[src/rtl/pcitw_pkg.sv]
package pcitw_pkg;
  typedef enum logic [1:0] {
    TS_IDLE  = 2'd0,
    TS_XFER  = 2'd1,
    TS_STOP  = 2'd2,
    TS_DRAIN = 2'd3
  } tgt_state_e;

  localparam logic [3:0] CMD_MEM_WRITE = 4'b0111;
endpackage

[src/rtl/pcitw_window.sv]
module pcitw_window #(
  parameter int AW     = 32,
  parameter int PG_LSB = 12,
  localparam int PG_W  = AW - PG_LSB
) (
  input  logic [AW-1:0]   addr,
  input  logic [PG_W-1:0] base_pg,
  input  logic [PG_W-1:0] limit_pg,
  input  logic [AW-1:0]   loc_off,
  output logic            hit,
  output logic [AW-1:0]   xlat
);
  logic [PG_W-1:0] pg;
  logic [AW-1:0]   base_byte;

  assign pg        = addr[AW-1:PG_LSB];
  assign base_byte = {base_pg, {PG_LSB{1'b0}}};
  assign hit       = (pg >= base_pg) && (pg <= limit_pg);
  assign xlat      = addr - base_byte + loc_off;
endmodule

[src/rtl/pcitw_parity.sv]
module pcitw_parity #(
  parameter int DW    = 64,
  localparam int HW   = DW / 2,
  localparam int BE_W = DW / 8,
  localparam int HBE  = BE_W / 2
) (
  input  logic [DW-1:0]   ad,
  input  logic [BE_W-1:0] cbe_n,
  input  logic            par_lo,
  input  logic            par_hi,
  output logic [1:0]      lane_bad
);
  logic [1:0] par_v;
  assign par_v = {par_hi, par_lo};

  for (genvar g = 0; g < 2; g++) begin : g_lane
    assign lane_bad[g] = ^{ad[g*HW +: HW], cbe_n[g*HBE +: HBE], par_v[g]};
  end
endmodule

[src/rtl/pcitw_ctrl.sv]
module pcitw_ctrl
  import pcitw_pkg::*;
#(
  parameter int AW    = 32,
  parameter int DW    = 64,
  parameter int BC_W  = 12,
  parameter int SPC_W = 5,
  localparam int HW   = DW / 2,
  localparam int BE_W = DW / 8,
  localparam int HBE  = BE_W / 2
) (
  input  logic             clk,
  input  logic             rst_n,
  input  logic             frame_n,
  input  logic             irdy_n,
  input  logic             req64_n,
  input  logic [DW-1:0]    ad,
  input  logic [BE_W-1:0]  cbe_n,
  input  logic             hit,
  input  logic [AW-1:0]    xlat,
  input  logic [1:0]       lane_bad,
  input  logic             aq_ready,
  input  logic [SPC_W-1:0] dq_space,
  output logic             devsel_n,
  output logic             trdy_n,
  output logic             stop_n,
  output logic             ack64_n,
  output logic             perr_n,
  output logic             ape_evt,
  output logic             dpe_evt,
  output logic             aq_valid,
  output logic [AW-1:0]    aq_addr,
  output logic [BC_W-1:0]  aq_bytes,
  output logic             aq_wide,
  output logic             dq_valid,
  output logic [DW-1:0]    dq_data,
  output logic [BE_W-1:0]  dq_be
);
  tgt_state_e      st_q, st_d;
  logic            wide_q;
  logic [BC_W-1:0] beats_q;
  logic [AW-1:0]   addr_q;

  logic addr_phase, claim, xfer, last_beat, fill_beat, done;
  logic apar_bad, dbeat_bad;
  logic sel_low, trdy_low, stop_low, wide_nxt;
  logic [BC_W-1:0] beats_nxt, bytes_nxt;

  assign apar_bad   = lane_bad[0];
  assign dbeat_bad  = lane_bad[0] | (wide_q & lane_bad[1]);
  assign addr_phase = (st_q == TS_IDLE) && !frame_n;
  assign claim      = addr_phase && (cbe_n[3:0] == CMD_MEM_WRITE) && hit &&
                      !apar_bad && aq_ready && (dq_space != '0);
  assign xfer       = (st_q == TS_XFER) && !irdy_n;
  assign last_beat  = xfer && frame_n;
  assign fill_beat  = xfer && !frame_n && (dq_space == SPC_W'(1));
  assign done       = last_beat || fill_beat;
  assign beats_nxt  = beats_q + BC_W'(1);
  assign bytes_nxt  = wide_q ? {beats_nxt[BC_W-4:0], 3'b000}
                             : {beats_nxt[BC_W-3:0], 2'b00};

  always_comb begin
    st_d = st_q;
    unique case (st_q)
      TS_IDLE:  if (claim) st_d = TS_XFER;
                else if (addr_phase) st_d = TS_DRAIN;
      TS_XFER:  if (last_beat) st_d = TS_IDLE;
                else if (fill_beat) st_d = TS_STOP;
      TS_STOP:  if (frame_n) st_d = TS_DRAIN;
      TS_DRAIN: if (frame_n && irdy_n) st_d = TS_IDLE;
      default:  st_d = TS_IDLE;
    endcase
  end

  assign sel_low  = claim || ((st_q == TS_XFER) && !last_beat) ||
                    ((st_q == TS_STOP) && !frame_n);
  assign trdy_low = claim || ((st_q == TS_XFER) && !done);
  assign stop_low = fill_beat || ((st_q == TS_STOP) && !frame_n);
  assign wide_nxt = claim ? !req64_n : wide_q;

  always_ff @(posedge clk or negedge rst_n) begin
    if (!rst_n) begin
      st_q     <= TS_IDLE;
      wide_q   <= 1'b0;
      beats_q  <= '0;
      addr_q   <= '0;
      devsel_n <= 1'b1;
      trdy_n   <= 1'b1;
      stop_n   <= 1'b1;
      ack64_n  <= 1'b1;
      perr_n   <= 1'b1;
      ape_evt  <= 1'b0;
      dpe_evt  <= 1'b0;
      aq_valid <= 1'b0;
      aq_addr  <= '0;
      aq_bytes <= '0;
      aq_wide  <= 1'b0;
    end else begin
      st_q     <= st_d;
      devsel_n <= !sel_low;
      trdy_n   <= !trdy_low;
      stop_n   <= !stop_low;
      ack64_n  <= !(sel_low && wide_nxt);
      perr_n   <= !(xfer && dbeat_bad);
      dpe_evt  <= xfer && dbeat_bad;
      ape_evt  <= addr_phase && apar_bad;
      aq_valid <= done;
      if (claim) begin
        addr_q  <= xlat;
        wide_q  <= !req64_n;
        beats_q <= '0;
      end else if (xfer) begin
        beats_q <= beats_nxt;
      end
      if (done) begin
        aq_addr  <= addr_q;
        aq_bytes <= bytes_nxt;
        aq_wide  <= wide_q;
      end
    end
  end

  assign dq_valid = xfer;
  for (genvar g = 0; g < 2; g++) begin : g_half
    logic keep;
    assign keep = (g == 0) || wide_q;
    assign dq_data[g*HW +: HW]  = keep ? ad[g*HW +: HW] : '0;
    assign dq_be[g*HBE +: HBE]  = keep ? ~cbe_n[g*HBE +: HBE] : '0;
  end
endmodule

[src/rtl/pci_inwr_target.sv]
module pci_inwr_target #(
  parameter int AW     = 32,
  parameter int DW     = 64,
  parameter int PG_LSB = 12,
  parameter int BC_W   = 12,
  parameter int SPC_W  = 5,
  localparam int PG_W  = AW - PG_LSB,
  localparam int BE_W  = DW / 8
) (
  input  logic             clk,
  input  logic             rst_n,
  input  logic             pci_frame_n,
  input  logic             pci_irdy_n,
  input  logic             pci_req64_n,
  input  logic [DW-1:0]    pci_ad,
  input  logic [BE_W-1:0]  pci_cbe_n,
  input  logic             pci_par,
  input  logic             pci_par64,
  output logic             pci_devsel_n,
  output logic             pci_trdy_n,
  output logic             pci_stop_n,
  output logic             pci_ack64_n,
  output logic             pci_perr_n,
  input  logic [PG_W-1:0]  win_base_pg,
  input  logic [PG_W-1:0]  win_limit_pg,
  input  logic [AW-1:0]    loc_offset,
  output logic             aq_valid,
  input  logic             aq_ready,
  output logic [AW-1:0]    aq_addr,
  output logic [BC_W-1:0]  aq_bytes,
  output logic             aq_wide,
  output logic             dq_valid,
  output logic [DW-1:0]    dq_data,
  output logic [BE_W-1:0]  dq_be,
  input  logic [SPC_W-1:0] dq_space,
  output logic             ape_evt,
  output logic             dpe_evt
);
  logic          win_hit;
  logic [AW-1:0] win_xlat;
  logic [1:0]    lane_bad;

  pcitw_window #(.AW(AW), .PG_LSB(PG_LSB)) win_u (
    .addr     (pci_ad[AW-1:0]),
    .base_pg  (win_base_pg),
    .limit_pg (win_limit_pg),
    .loc_off  (loc_offset),
    .hit      (win_hit),
    .xlat     (win_xlat)
  );

  pcitw_parity #(.DW(DW)) par_u (
    .ad       (pci_ad),
    .cbe_n    (pci_cbe_n),
    .par_lo   (pci_par),
    .par_hi   (pci_par64),
    .lane_bad (lane_bad)
  );

  pcitw_ctrl #(.AW(AW), .DW(DW), .BC_W(BC_W), .SPC_W(SPC_W)) ctrl_u (
    .clk      (clk),
    .rst_n    (rst_n),
    .frame_n  (pci_frame_n),
    .irdy_n   (pci_irdy_n),
    .req64_n  (pci_req64_n),
    .ad       (pci_ad),
    .cbe_n    (pci_cbe_n),
    .hit      (win_hit),
    .xlat     (win_xlat),
    .lane_bad (lane_bad),
    .aq_ready (aq_ready),
    .dq_space (dq_space),
    .devsel_n (pci_devsel_n),
    .trdy_n   (pci_trdy_n),
    .stop_n   (pci_stop_n),
    .ack64_n  (pci_ack64_n),
    .perr_n   (pci_perr_n),
    .ape_evt  (ape_evt),
    .dpe_evt  (dpe_evt),
    .aq_valid (aq_valid),
    .aq_addr  (aq_addr),
    .aq_bytes (aq_bytes),
    .aq_wide  (aq_wide),
    .dq_valid (dq_valid),
    .dq_data  (dq_data),
    .dq_be    (dq_be)
  );
endmodule

[config.mk]
export PLATFORM = sky130hd
export DESIGN_NAME = pci_inwr_target
export DESIGN_NICKNAME = d
export VERILOG_FILES = /design/src/rtl/pcitw_pkg.sv /design/src/rtl/pcitw_window.sv /design/src/rtl/pcitw_parity.sv /design/src/rtl/pcitw_ctrl.sv /design/src/rtl/pci_inwr_target.sv
export SDC_FILE = /design/constraint.sdc
export NUM_CORES = 1
export LEC_CHECK = 0
export ABC_CLOCK_PERIOD_IN_PS = 4000
export BUFFER_PORTS_ARGS = -buffer_cell sky130_fd_sc_hd__buf_2
export CORE_MARGIN = 2
export CORE_UTILIZATION = 50
export DETAILED_ROUTE_END_ITERATION = 6
export GPL_ROUTABILITY_DRIVEN = 0
export GPL_TIMING_DRIVEN = 0
export PLACE_DENSITY = 0.79
export RECOVER_POWER = 50
export SLEW_MARGIN = 20
export SYNTH_ARGS = -nofsm -noshare
export SYNTH_HDL_FRONTEND = slang
export SYNTH_SLANG_ARGS = --single-unit
[constraint.sdc]
create_clock -name clk -period 4 [get_ports clk]
set_input_delay 0 -clock clk [delete_from_list [all_inputs] [get_ports clk]]
set_output_delay 0 -clock clk [all_outputs]
set_load 0.01 [all_outputs]
# --- After elaboration in Yosys (flattened, before gate mapping) ---
# Cells that the tools add are included.
word_totals:
  register_bits: 100
  out_inout_bits: 126
op_classes:
  addsub: 3
  n_lt_le_gt_ge: 2
  eq_ne: 9
  muxes: 13
  bitwise: 4
  n_reduce_logical: 40
op_table:
  columns: ["op", "count"]
  rows:
  - ["XOR reduction 37 bit", 2]
  - ["2-to-1 mux 12 bit", 3]
  - ["adder 32 bit", 1]
  - ["2-to-1 mux 32 bit", 1]
  - ["subtractor 32 bit", 1]
  - ["greater-or-equal comparator 20 bit", 1]
  - ["<= comparator 20 bit", 1]
  - ["logical AND 1 bit", 18]
  - ["adder 12 x 1 -> 12 bit, second input constant", 1]
  - ["2-to-1 mux 2 bit", 6]
  - ["zero test 1 bit", 11]
  - ["inverter 4 bit", 2]
  - ["case mux 2 bit (4 select lines)", 1]
  - ["inequality test 3 x 1 -> 1 bit, second input constant", 2]
  - ["equality test 5 x 1 -> 1 bit, second input constant", 1]
  - ["logical OR 1 bit", 5]
  - ["nonzero test 5 bit", 1]
  - ["equality test 2 bit, second input constant", 2]
  - ["equality test 4 x 3 -> 1 bit, second input constant", 1]
  - ["2-to-1 mux 4 bit", 1]
  - ["AND reduction 4 bit", 1]
  - ["equality test 2 x 1 -> 1 bit, second input constant", 1]
  - ["zero test 2 bit", 1]
  - ["inequality test 2 x 1 -> 1 bit, second input constant", 1]
  - ["other kinds (5)", 5]

# --- Longest topological paths before layout ---
depth:
  word_depth: 11
  ltp_mapped: 13

# --- Hierarchy ---
# Synthesis repeated with hierarchy kept, for this count alone.
hier_totals:
  cells_unflattened: 974
  area_unflattened_um2: 9031.2
modules_own_cells:
  columns: ["mod", "instances", "cells_each", "area_per_inst_um2"]
  rows:
  - ["pcitw_ctrl", 1, 396, 4842.1]
  - ["pcitw_window", 1, 508, 3548.4]
  - ["pcitw_parity", 1, 70, 640.6]

# --- Worst setup path after synthesis ---
# OpenSTA, ideal clock, no wires.
synth_timing:
  path_type: "input to register"
  from: "input port pci_ad[17]"
  to: "register ctrl_u.addr_q[30]"
  setup_time_ps: 125
  arrival_time_ps: 2777
  required_time_ps: 3875
  setup_slack_ps: 1099
  cell_stages: 13
  cell_sequence: "inv_1 > fa_1 > inv_1 > ha_1 > clkbuf_1 > a21o_1 > nor3_1 > a221o_1 > and3_1 > o41ai_2 > a311oi_1 > mux2_2 > mux2_2"
synth_between:
  elab_chain_cells: 6
  word_cells_on_any_way: 11
  classes_between: "2 x add/sub; 2 x order compare; 7 x reduce/logical"
synth_rtl:
  columns: ["item", "line_no", "text"]
  rows:
  - ["start, declared", "pci_inwr_target.sv:15", "input logic [DW-1:0] pci_ad,"]
  - ["branches (longest 6 deep; another with subtractor 32 bit)", null, null]
  - ["end signal, assigned", "pcitw_ctrl.sv:109", "addr_q <= xlat;"]
  - ["end, declared", "pcitw_ctrl.sv:42", "logic [AW-1:0] addr_q;"]
# Parallel ways; which one is timed is not known.
# A chain may end at the register's enable or synchronous reset.

# --- Final worst setup path ---
# Ends and elaborated chain as after synthesis.

==> impl_results.md <==
* Largest cells by area after synthesis: dfrtp_1 (26%), ha_1 (12%), xnor2_1 (9.3%), inv_1 (7.8%), mux2_2 (6.9%)
* CP Max Fanout at 7
* Avg WL per Cell at approximately 15 um
* Largest net degree at the start of global routing at between 80 and 90
* Final layout net count at ~1500
* Switching power at ~1.5 mW
* GR peak layer: met2
* Final hold vios at 0
* Flop pwr share at a little over 30%
* Slew headroom at -36.0%
* Clk slew on worst S/H paths at ~0.070 ns
* Max Clk Rate at 0.318 GHz
* Clock network power share at a little under a quarter
* Num CTS Buffers at 9
* Hold slack at around 0.038 ns
* # port buffers at roughly 280
* Fin cells at approximately 1500
* Slack of the critical path at between 0.8 and 0.9 ns
* Layout area overhead at 22.5%
* Setup violations, final at 0
* CP Cell Sequence: clkbuf_1 > inv_1 > fa_1 > inv_1 > ha_1 > clkbuf_1 > a21o_1 > nor3_1 > a221o_1 > and3_1 > o41ai_2 > a311oi_1 > mux2_2 > mux2_2
* Crit path capture type: flop
* GR Layer Usage met1 at a little over a quarter
* Family with the most delay on the worst path: compound AO/OA/AOI/OAI gates
* Cell-internal power at between 2 and 2.5 mW
* Post-synth ARST share at 100%
* Insertion delay to the later sink of the worst-skew pair at around 0.34 ns
* HPWL after DPL at approximately 18000 um
* Met3 Track Usage GR at 4.19%
* Fin. max-slew vios at 83
* Synth cell types at 59
* Warning count from the yosys run at 0
* Met2 usage at 44.2%
* Post-synth EDFFs at 0
* CP max stage cell: fa_1
* Initial antenna violation count at 1
* Worst setup SP type: input port
* Peak VDD IR at around 210 uV
* Pre-CTS setup slack at roughly 0.57 ns
* Crit path buf inv count at 4
* Post-synth top area cell: dfrtp_1
* Avg Synthesized Cell Area at between 8 and 9 um2
* Final instance area at 10600 um2
* Vias in the first global route at around 7000
* Violated checks: max-capacitance violations, max-slew violations
* Delay of the slowest cell on the worst path at 0.54 ns
* Pre-antenna DRT Iters at 5
* DR DRC count at 0
* Die X-Extent at around 140 um
* PwrDens at between 300 and 400 nW/um2
* Kind of critical path: input port to flop
* Min cycle time layout at ~3.1 ns
* Initial core utilization at about 52%
* Yosys top cell area share at 26.4%
* Fin crit share at approximately four fifths
* Drt via density at 5.00
* Layout cells sized above 1 at 26.9%
* First-pass GRT wire length at 34500 um
* LEAKAGE at just under 6 nW
* Synthesized cell area at around 8600 um2
* Top post-synthesis cells by count: inv_1 (180), dfrtp_1 (91), xnor2_1 (91)
* CP arrival at about 3.4 ns
* Max Cap Viol at 1
* Setup TNS at 0 ns
* Status: finished, violations left
* CTS root buf: clkbuf_16
* Die area at ~18000 um2
* GRT overflow at 0
* Top FF cell, synth: dfrtp_1
* DP Cell Count at about 1500
* Worst min path class: input port to flop
* Most frequent cell after synthesis: inv_1
* DR vias at 7400
* DRT antenna net count at 0
* Power Total at approximately 3.9 mW
* Post-CTS setup buffers at 0
* Number of synthesized register bits at 96
* Clk sink count at 96
* Logic gate share of total power at between 40% and 50%
* Tot GR Track Use at a little under a quarter
* Worst EP required at around 4.2 ns
* Worst-margin pin slew at approximately 2 ns
* First DRT Iteration DRCs at roughly 320
* Switching part of the total at between 30 and 40%
* Max Buffers Root-to-Sink at 2
* Ports at between 200 and 300
* Fin util at between 60% and 70%
* DRT Wirelength at around 22000 um
* RSZ-0062 raised after global routing: no
* Total core area at between 15000 and 20000 um2
* DP Area at 10300 um2
* Cells after Synth at approximately 960
* CTS tree: done
* # rows at 47
* Skew final at 0.00726 ns
* Vert. Die Dim at 135 um
* CTS H-tree lvls at 3
* Register area share after synthesis at between 20% and 30%
==> cell families after synthesis <==
| group | share of synthesized area (%) |
|---|---|
| XOR/XNOR | 11.7 |
| buffers and inverters | 12.4 |
| adder cells (fa/ha/maj) | 16.5 |
| AO/OA/AOI/OAI | 11.9 |
| other | 0.0435 |
| AND/OR/NAND/NOR | 10.6 |
| flip-flops | 28.0 |
| multiplexers | 8.83 |
==> layout make-up <==
type | count | area, um2
Sequential cell | 96 | 2410
Antenna cell | 1 | 2.50
Timing Repair Buffer | 282 | 1340
Buffer | 62 | 392
Fill cell | 1469 | 6150
Multi-Input combinational cell | 621 | 5140
Inverter | 181 | 679
Clock buffer | 11 | 233
Clock inverter | 5 | 81.3
Tap cell | 220 | 275
==> path summary, 6_finish.rpt <==
check	startpoint	endpoint	slack (ns)	depth (start not counted)
worst max-delay path	pci_ad[17]	ctrl_u.addr_q[30]	0.85	14
worst min-delay path	pci_irdy_n	ctrl_u.st_q[1]	0.04	4
worst max register to register	ctrl_u.st_q[1]	ctrl_u.aq_addr[4]	1.04	8
worst min register to register	ctrl_u.addr_q[11]	ctrl_u.addr_q[11]	0.48	1
max in group asynchronous	rst_n	ctrl_u.aq_addr[6]	1.25	3
min in group asynchronous	rst_n	ctrl_u.addr_q[13]	0.27	2
==> sequential cells by signal (all words and copies together) (netlist names) <==
signal              flops
ctrl_u.aq_bytes        10
ctrl_u.devsel_n         1
ctrl_u.dpe_evt          1
ctrl_u.ape_evt          1
ctrl_u.g_half.keep      1
ctrl_u.addr_q          32
ctrl_u.st_q             2
ctrl_u.aq_addr         32
ctrl_u.aq_wide          1
ctrl_u.beats_q         10
ctrl_u.ack64_n          1
ctrl_u.perr_n           1
ctrl_u.trdy_n           1
ctrl_u.aq_valid         1
ctrl_u.stop_n           1
==> routing by layer <==
metal	part of all wire, %	up-vias
met1	40	3381
met2	49	281
met5	0	-
li1	-	3698
met3	7.0	40
met4	3.4	0
==> worst min-delay path, stage by stage <==
cell and delay [ns]:
buf_2 0.12, nand3_1 0.08, o21ai_0 0.07, a211oi_1 0.07
==> power by group through the flow <==
stage | clock, mW | sequential, mW | combinational (mW)
after floorplan | 0 | 1.27 | 1.20
after global placement | 0 | 1.23 | 1.78
after detailed placement | 0 | 1.24 | 1.82
after CTS | 0.930 | 1.22 | 1.83
after global routing | 0.968 | 1.24 | 2.01
final | 0.906 | 1.22 | 1.80
==> cell usage in the layout, fill, tap and decap left out, drive strengths merged, types with 3 or more instances in the layout <==
cell and count:
buf 256, fa 19, mux2i 4, nand3 17
and2 36, dfrtp 91, xor2 24, inv 182
nand2b 6, o21ai 31, mux2 64, a221o 3
a21o 24, o221ai 3, and3 9, ha 83
xnor2 91, nand2 40, nor2 35, dfstp 5
a21oi 48, nor3 10, o21a 7, o21bai 3
nor2b 3, nor4 4, nand4 11, clkbuf 97
a211oi 10
==> repair_timing <==
action                                 CTS  global route
endpoints found under the hold margin   93             0
gates resized for setup                  0             0
hold buffers                             2             0
Power figures use the tool's default switching activity.
